`config.mk`:
```
export PLATFORM = sky130hd
export DESIGN_NAME = dac_chan_cond
export DESIGN_NICKNAME = d
export VERILOG_FILES = /design/src/rtl/dac_cond_pkg.sv /design/src/rtl/dac_mono_mixer.sv /design/src/rtl/dac_phase_inv.sv /design/src/rtl/dac_mute_ramp.sv /design/src/rtl/dac_chan_cond.sv
export SDC_FILE = /design/constraint.sdc
export NUM_CORES = 1
export LEC_CHECK = 0
export BUFFER_PORTS_ARGS = -buffer_cell sky130_fd_sc_hd__buf_2
export CAP_MARGIN = 0
export CORE_MARGIN = 3
export CORE_UTILIZATION = 45
export CTS_CLUSTER_DIAMETER = 120
export DETAILED_ROUTE_END_ITERATION = 12
export SETUP_SLACK_MARGIN = 0.3
export SYNTH_ARGS = -nofsm -noshare
export SYNTH_HDL_FRONTEND = slang
export SYNTH_SLANG_ARGS = --single-unit
```
`constraint.sdc`:
```
create_clock -name clk -period 19.3 [get_ports clk]
set_input_delay 0.965 -clock clk [delete_from_list [all_inputs] [get_ports clk]]
set_output_delay 0.965 -clock clk [all_outputs]
set_load 0.03 [all_outputs]
```
`src/rtl/dac_cond_pkg.sv`:
```
package dac_cond_pkg;
  typedef enum logic [1:0] {
    MIX_STEREO = 2'b00,
    MIX_ON_L   = 2'b01,
    MIX_ON_R   = 2'b10,
    MIX_ON_LR  = 2'b11
  } mix_mode_e;
endpackage

```
`src/rtl/dac_mono_mixer.sv`:
```
module dac_mono_mixer
  import dac_cond_pkg::*;
#(
  parameter int DATA_W = 24
) (
  input  logic signed [DATA_W-1:0] src_l,
  input  logic signed [DATA_W-1:0] src_r,
  input  mix_mode_e                mode,
  output logic signed [DATA_W-1:0] mix_l,
  output logic signed [DATA_W-1:0] mix_r
);
  localparam int SUM_W = DATA_W + 1;

  logic signed [SUM_W-1:0] sum_full;
  logic signed [SUM_W-1:0] sum_half;
  logic signed [DATA_W-1:0] avg;

  always_comb begin
    sum_full = SUM_W'(src_l) + SUM_W'(src_r);
    sum_half = sum_full >>> 1;
    avg      = sum_half[DATA_W-1:0];
    unique case (mode)
      MIX_STEREO: begin mix_l = src_l; mix_r = src_r; end
      MIX_ON_L:   begin mix_l = avg;   mix_r = '0;    end
      MIX_ON_R:   begin mix_l = '0;    mix_r = avg;   end
      default:    begin mix_l = avg;   mix_r = avg;   end
    endcase
  end

  // The half-sum always lies between the two inputs.
  always_comb begin
    if (mode == MIX_ON_LR)
      AST_MIX_BOUNDED: assert ((mix_l >= src_l || mix_l >= src_r) &&
                               (mix_l <= src_l || mix_l <= src_r));
  end
endmodule

```
`src/rtl/dac_phase_inv.sv`:
```
module dac_phase_inv #(
  parameter int DATA_W = 24
) (
  input  logic                     inv,
  input  logic signed [DATA_W-1:0] din,
  output logic signed [DATA_W-1:0] dout
);
  localparam logic signed [DATA_W-1:0] MOST_NEG = {1'b1, {(DATA_W-1){1'b0}}};
  localparam logic signed [DATA_W-1:0] MOST_POS = {1'b0, {(DATA_W-1){1'b1}}};

  always_comb begin
    if (!inv)                  dout = din;
    else if (din == MOST_NEG)  dout = MOST_POS;
    else                       dout = -din;
  end

  always_comb begin
    if (inv)
      AST_NO_WRAP_NEG: assert (dout != MOST_NEG);
  end
endmodule

```
`src/rtl/dac_mute_ramp.sv`:
```
module dac_mute_ramp #(
  parameter int DATA_W    = 24,
  parameter int RAMP_LOG2 = 8
) (
  input  logic                     clk,
  input  logic                     rst_n,
  input  logic                     step,
  input  logic                     mute,
  input  logic signed [DATA_W-1:0] x_l,
  input  logic signed [DATA_W-1:0] x_r,
  output logic signed [DATA_W-1:0] y_l,
  output logic signed [DATA_W-1:0] y_r
);
  localparam int G_W  = RAMP_LOG2 + 1;
  localparam int P_W  = DATA_W + G_W + 1;
  localparam logic [G_W-1:0] UNITY = G_W'(1) << RAMP_LOG2;

  logic [G_W-1:0]        gain;
  logic signed [P_W-1:0] gain_s;
  logic signed [P_W-1:0] prod_l, prod_r, shl, shr;

  always_ff @(posedge clk or negedge rst_n) begin
    if (!rst_n) begin
      gain <= '0;
    end else if (step) begin
      if (mute && gain != '0)          gain <= gain - 1'b1;
      else if (!mute && gain != UNITY) gain <= gain + 1'b1;
    end
  end

  always_comb begin
    gain_s = $signed({{(P_W-G_W){1'b0}}, gain});
    prod_l = P_W'(x_l) * gain_s;
    prod_r = P_W'(x_r) * gain_s;
    shl    = prod_l >>> RAMP_LOG2;
    shr    = prod_r >>> RAMP_LOG2;
    y_l    = shl[DATA_W-1:0];
    y_r    = shr[DATA_W-1:0];
  end

  AST_GAIN_RANGE: assert property (@(posedge clk) disable iff (!rst_n)
    gain <= UNITY);
  AST_GAIN_ONE_STEP: assert property (@(posedge clk) disable iff (!rst_n)
    step |=> (int'(gain) - int'($past(gain)) <= 1) &&
             (int'($past(gain)) - int'(gain) <= 1));
  AST_GAIN_IDLE: assert property (@(posedge clk) disable iff (!rst_n)
    !step |=> $stable(gain));
endmodule

```
`src/rtl/dac_chan_cond.sv`:
```
module dac_chan_cond
  import dac_cond_pkg::*;
#(
  parameter int DATA_W    = 24,
  parameter int RAMP_LOG2 = 8
) (
  input  logic              clk,
  input  logic              rst_n,
  input  logic              in_valid,
  output logic              in_ready,
  input  logic [DATA_W-1:0] in_left,
  input  logic [DATA_W-1:0] in_right,
  input  logic [1:0]        mix_mode,
  input  logic              invert_en,
  input  logic              mute_en,
  input  logic [1:0]        deemph_sel,
  output logic              out_valid,
  input  logic              out_ready,
  output logic [DATA_W-1:0] out_left,
  output logic [DATA_W-1:0] out_right,
  output logic [1:0]        deemph_out
);
  logic take;
  logic signed [DATA_W-1:0] mixed [2];
  logic signed [DATA_W-1:0] flipped [2];
  logic signed [DATA_W-1:0] scaled [2];

  assign in_ready = !out_valid || out_ready;
  assign take     = in_valid && in_ready;

  dac_mono_mixer #(.DATA_W(DATA_W)) u_mix (
    .src_l (signed'(in_left)),
    .src_r (signed'(in_right)),
    .mode  (mix_mode_e'(mix_mode)),
    .mix_l (mixed[0]),
    .mix_r (mixed[1])
  );

  for (genvar ch = 0; ch < 2; ch++) begin : g_inv
    dac_phase_inv #(.DATA_W(DATA_W)) u_inv (
      .inv  (invert_en),
      .din  (mixed[ch]),
      .dout (flipped[ch])
    );
  end

  dac_mute_ramp #(.DATA_W(DATA_W), .RAMP_LOG2(RAMP_LOG2)) u_ramp (
    .clk   (clk),
    .rst_n (rst_n),
    .step  (take),
    .mute  (mute_en),
    .x_l   (flipped[0]),
    .x_r   (flipped[1]),
    .y_l   (scaled[0]),
    .y_r   (scaled[1])
  );

  always_ff @(posedge clk or negedge rst_n) begin
    if (!rst_n) begin
      out_valid  <= 1'b0;
      out_left   <= '0;
      out_right  <= '0;
      deemph_out <= 2'b00;
    end else if (take) begin
      out_valid  <= 1'b1;
      out_left   <= scaled[0];
      out_right  <= scaled[1];
      deemph_out <= deemph_sel;
    end else if (out_ready) begin
      out_valid  <= 1'b0;
    end
  end

  AST_STALL_HOLD: assert property (@(posedge clk) disable iff (!rst_n)
    out_valid && !out_ready |=> out_valid && $stable(out_left) &&
                                $stable(out_right) && $stable(deemph_out));
  AST_TAKE_SHOWS: assert property (@(posedge clk) disable iff (!rst_n)
    take |=> out_valid);
  AST_DEEMPH_PASS: assert property (@(posedge clk) disable iff (!rst_n)
    take |=> deemph_out == $past(deemph_sel));
endmodule

```
After elaboration in Yosys (flattened, before gate mapping)
Cells that the tools add are included.
{"block": "totals", "ff_bits": 60, "wordCells": 38, "in_bits": 58, "out_inout_bits": 52}
{"block": "classes", "n_mul": 2, "add_sub_neg": 5, "reduce_logical": 11, "muxes": 10, "eq_ne": 5}
{"cell": "two-way mux 24 bit", "n": 4}
{"cell": "one-hot mux 24 bit (2 select lines)", "n": 2}
{"cell": "multiplier 24 x 10 -> 32 bit", "n": 2}
{"cell": "== test 24 bit (second input constant)", "n": 2}
{"cell": "negator 24 bit", "n": 2}
{"cell": "adder 24 x 24 -> 25 bit", "n": 1}
{"cell": "two-way mux 9 bit", "n": 2}
{"cell": "adder 9 x 1 -> 9 bit (second input constant)", "n": 1}
{"cell": "inequality test 9 bit (second input constant)", "n": 1}
{"cell": "nonzero test 9 bit", "n": 1}
{"cell": "subtractor 9 x 1 -> 9 bit (second input constant)", "n": 1}
{"cell": "nonzero test 2 bit", "n": 2}
{"cell": "logical AND 1 bit", "n": 3}
{"cell": "== test 2 x 1 -> 1 bit (second input constant)", "n": 1}
{"cell": "== test 2 bit (second input constant)", "n": 1}
{"cell": "logical NOT 1 bit", "n": 2}
{"cell": "logical NOT 2 bit", "n": 1}
{"cell": "two-way mux 1 bit", "n": 2}
{"cell": "AND reduction 2 bit", "n": 1}
{"cell": "logical OR 1 bit", "n": 1}

Logic depth before layout (Yosys ltp)
{"block": "depth", "ltp_word": 6, "ltp_mapped": 40, "ltp_nobuf": 39}

Modules after synthesis
From an unflattened synthesis, not the netlist that was laid out.
{"block": "hier_totals", "cells_unflattened": 2217, "hier_area_um2": 19831.5}
{"mod": "dac_mute_ramp", "seq_area_each_um2": 225.2, "cells_each": 1639, "area_per_inst_um2": 14542.7, "n_inst": 1}
{"mod": "dac_chan_cond", "seq_area_each_um2": 1276.2, "cells_each": 110, "area_per_inst_um2": 2114.5, "n_inst": 1}
{"mod": "dac_mono_mixer", "seq_area_each_um2": 0.0, "cells_each": 254, "area_per_inst_um2": 1790.5, "n_inst": 1}
{"mod": "dac_phase_inv", "seq_area_each_um2": 0.0, "cells_each": 107, "area_per_inst_um2": 691.9, "n_inst": 2}

Worst setup path after synthesis
OpenSTA, ideal clock, no wires.
{"block": "synth_timing", "kind": "input port to flip-flop", "from": "input in_left[2]", "to": "register out_left[23]", "stages": 38, "path_buffers": 1, "required_time_ps": 19171, "arrival_ps": 9460, "setup_slack_ps": 9711, "setup_time_ps": 129, "path_cell_list": "ha_1 -> nor2b_4 -> o31a_4 -> o21a_1 -> or3_1 -> a31o_1 -> or4_4 -> nor4_4 -> nand2_1 -> nor2b_1 -> buf_2 -> o21ai_0 -> mux2i_2 -> nand2_1 -> fa_1 -> inv_1 -> fa_1 -> inv_1 -> [2 not listed] -> fa_1 -> inv_1 -> fa_1 -> inv_1 -> ha_1 -> inv_1 -> o21bai_1 -> a21o_1 -> a21o_1 -> a21oi_1 -> o21ai_0 -> or3_1 -> a41oi_1 -> nor2_2 -> a21oi_2 -> o31ai_2 -> xnor3_1 -> o21ai_1"}
{"block": "synth_via", "elab_chain_len": 6, "elab_cells_between_ends": 7, "cone_classes": "add/sub (2); mul (1); eq/ne (1); mux (3)"}
{"item": "from (decl)", "line": "dac_chan_cond.sv:11", "source": "input logic [DATA_W-1:0] in_left,"}
{"item": "adder 24 x 24 -> 25 bit", "line": "dac_mono_mixer.sv:19", "source": "sum_full = SUM_W'(src_l) + SUM_W'(src_r);"}
{"item": "one-hot mux 24 bit (2 select lines) (*)", "line": "dac_mono_mixer.sv:22", "source": "unique case (mode)"}
{"item": "negator 24 bit or == test 24 bit (tied branches)", "line": "dac_phase_inv.sv:14, dac_phase_inv.sv:13"}
{"item": "two-way mux 24 bit", "line": "dac_phase_inv.sv:13", "source": "else if (din == MOST_NEG) dout = MOST_POS;"}
{"item": "two-way mux 24 bit (*)", "line": "dac_phase_inv.sv:12", "source": "if (!inv) dout = din;"}
{"item": "multiplier 24 x 10 -> 32 bit (*)", "line": "dac_mute_ramp.sv:33", "source": "prod_l = P_W'(x_l) * gain_s;"}
{"item": "to (signal assigned)", "line": "dac_chan_cond.sv:66", "source": "out_left <= scaled[0];"}
{"item": "to (decl)", "line": "dac_chan_cond.sv:19", "source": "output logic [DATA_W-1:0] out_left,"}
Every way passes the cells marked *; elsewhere a longest branch is shown, timed or not.
A chain may end at the register's enable or synchronous reset.

Final worst setup path
{"block": "layout_timing", "from": "input mix_mode[0]", "to": "register out_left[22]"}
{"block": "layout_via", "elab_chain_len": 6, "elab_cells_between_ends": 8, "cone_classes": "add/sub (1); mul (1); eq/ne (2); mux (3); reduce/logical (1)"}
{"item": "from (decl)", "line": "dac_chan_cond.sv:13", "source": "input logic [1:0] mix_mode,"}
{"item": "== test 2 bit or logical NOT 2 bit (tied branches)", "line": "dac_mono_mixer.sv:22"}
{"item": "one-hot mux 24 bit (2 select lines) (*)", "line": "dac_mono_mixer.sv:22"}
{"item": "negator 24 bit or == test 24 bit (tied branches)", "line": "dac_phase_inv.sv:14, dac_phase_inv.sv:13"}
{"item": "two-way mux 24 bit", "line": "dac_phase_inv.sv:13"}
{"item": "two-way mux 24 bit (*)", "line": "dac_phase_inv.sv:12"}
{"item": "multiplier 24 x 10 -> 32 bit (*)", "line": "dac_mute_ramp.sv:33"}
Marked as above.

==> run metrics <==
run status=complete, no violations; vias in the first global route=roughly 18000; Die Span Y=around 220 um; Die W=between 200 and 250 um; startpoint types=primary input; Max Cap Viol=0; First-pass DRT Iterations=6; final setup violation count=0; antenna violations before repair=0; Final period util=0.604; largest net degree at the start of global routing=roughly 60; average footprint of a synthesized cell=approximately 8.3 um^2; RSZ-0062 raised after global routing=no; r2r setup slk=12.10 ns; average wire per standard cell=between 15 and 20 um; Fin. Hold Viols=0; synthesized area=20800 um^2; fmax=approximately 86 MHz; critical path endpoint category=register; final cell count without fillers=3161; Post-CTS Repair Setup Buffers=0; Max transition margin=0.187; most frequent CP cell=inv_1; slew at the pin with the worst max-slew slack=approximately 1.2 ns; die area=between 40000 and 50000 um^2; crit path DAT=11.88 ns; FF-to-FF End=out_left[22]$_DFFE_PN0P_; Post-synth EDFFs=0; top_reg_cell synth=dfrtp_1; CTS clk-pin slew, worst paths=0.05 ns; Remaining Overflow, GRT=0; final wirelength=approximately 59000 um; post-CTS sizing=0; Vias/cell=~5.6; slowest cell on the critical path=clkinv_1; antenna-violating nets left=0; syn_nets=3074; crit path from=mix_mode[0]; FF-to-FF Start=u_ramp.gain[2]$_DFFE_PN0P_; Ys Warns=0; Initial Util=0.458; Port Buffer Count=around 110; Seq/Total Area, Yosys=0.0722; Num CTS Buffers=9; r2r worst-path depth=26; CP max FO=32; Worst EP required=between 15 and 20 ns; DRC viols=0; H-tree level count=3; DRT iter0 DRCs=approximately 1400; clock sinks=60; Synth-to-Final Area Change=6.60%; Placer Congestion=between 0.9 and 1; GRT Total Usage=0.246; Ports=110; Core Rows=78; ys async rst share=1.00; max incr delay on CP=0.67 ns; Total Negative Setup Slacks=0 ns; share of cells above drive strength 1=0.0816; Final Max Slew Viols=0; Placed Cells=between 3000 and 4000; Detail Placement HPWL=about 48000 um; via count=~18000; WS Path Type=primary input to register; worst hold path class=register to register; core area=approximately 45000 um^2; Max Root-Sink Buffers=2; Yosys reg bits=60; CTS tree=done; Root Buffer=clkbuf_16; Final Critical Period=around 12 ns; Mapped Cells=about 2500; Worst-Skew Late Latency=roughly 0.35 ns; clk_skew=0.0107 ns; CP Capture Point=out_left[22]$_DFFE_PN0P_; first-pass GRT wire length=between 90000 and 100000 um; hold buffer count at cts=0; Synth cell types=106; Final nets=about 3100
==> synth_stat cells (20+ instances only) <==
cell type	number	area share
nor3_1	25	0.0060
and2_1	205	0.062
nand3_1	38	0.0091
clkbuf_1	82	0.015
a21o_1	43	0.016
o21ai_1	20	0.0048
o21ai_0	122	0.029
nor2_1	81	0.015
ha_1	164	0.099
inv_1	380	0.069
nor2b_1	26	0.0078
a21oi_1	116	0.028
dfrtp_1	60	0.072
xnor2_1	54	0.023
fa_1	342	0.33
xor2_1	21	0.0088
nand2_1	390	0.070
==> critical path: cells and delay by family <==
family                   cells  cell delay (ns)
AO/OA/AOI/OAI               13             3.27
AND/OR/NAND/NOR              8             3.01
adder cells (fa/ha/maj)      6             2.85
buffers and inverters        8             1.59
XOR/XNOR                     1             0.16
==> sequential cells by signal (all words and copies together), names as in the netlist <==
register     count
out_left        24
out_right       24
u_ramp.gain      9
deemph_out       2
out_valid        1
==> cells by family (layout without fill, tap and decap cells) <==
family,Yosys count,in the layout,share of synthesized area
and+or+nand+nor,881,881,0.212
adders and majority gates,506,506,0.428
AOI/OAI and AO/OA,505,505,0.165
buffers and inverters,475,525,0.0865
xor gates and xnor gates,76,76,0.0327
DFF,60,60,0.0722
muxes,7,7,0.00373
other,0,1,0
==> per-layer routing <==
metal	vias up	wire length [um]	GRT usage
met1	8852	26600	0.333
met4	0	840	0.0463
met5	-	0	0
li1	8296	-	-
met2	416	29500	0.434
met3	55	2470	0.0231
==> cells in the final DEF, fill, tap and decap left out, drive strengths merged, types with 6 or more instances in the layout <==
master	n
inv	380
a31oi	19
o31ai	11
a41oi	6
o31a	6
nand3	38
a22oi	10
and2	206
nand2	391
nor2	83
a32o	10
or3	17
a21o	43
buf	129
o21bai	16
xnor2	54
nand4	20
mux2i	7
clkbuf	11
or4	6
a21boi	6
nor2b	27
ha	164
a21oi	127
a32oi	12
dfrtp	60
xor2	21
o21a	18
nor3	25
o21ai	142
nor4	9
or2	7
nand2b	16
o211ai	8
a22o	9
fa	342
and3	20
==> layout make-up <==
type                    instances  area (um^2)
repair buffers                129          696
well taps                     600          751
clock inverters                 4         25.0
diodes                          1         2.50
multi-input cells            1975        17500
clock buffers                  11          253
fillers                      4486        23300
inverters                     381         1430
flip-flops and latches         60         1500
==> worst min path at each step <==
stage,from,depth (start not counted),to,slack (ns)
after global placement,deemph_out[1]$_DFFE_PN0P_,2,deemph_out[1]$_DFFE_PN0P_,0.45
after global routing,deemph_out[0]$_DFFE_PN0P_,2,deemph_out[0]$_DFFE_PN0P_,0.50
after CTS,deemph_out[1]$_DFFE_PN0P_,2,deemph_out[1]$_DFFE_PN0P_,0.47
after floorplan,deemph_out[0]$_DFFE_PN0P_,2,deemph_out[0]$_DFFE_PN0P_,0.65
final,out_left[13]$_DFFE_PN0P_,2,out_left[13]$_DFFE_PN0P_,0.47
after detailed placement,deemph_out[1]$_DFFE_PN0P_,2,deemph_out[1]$_DFFE_PN0P_,0.46
==> per-stage QoR <==
step	hold WS [ns]	cell area, um^2	worst slack [ns]	util
final	0.469	22200	7.64	0.488
after global routing	0.505	22200	7.04	0.488
after CTS	0.474	22200	7.77	0.488
after detailed placement	0.461	21900	7.40	0.482
after global placement	0.454	21900	7.61	0.482
after floorplan	0.650	20800	9.71	-
Power is left out: the tool's default activity adds up to more than one toggle a clock period on the data nets, which glitch-free logic cannot reach.
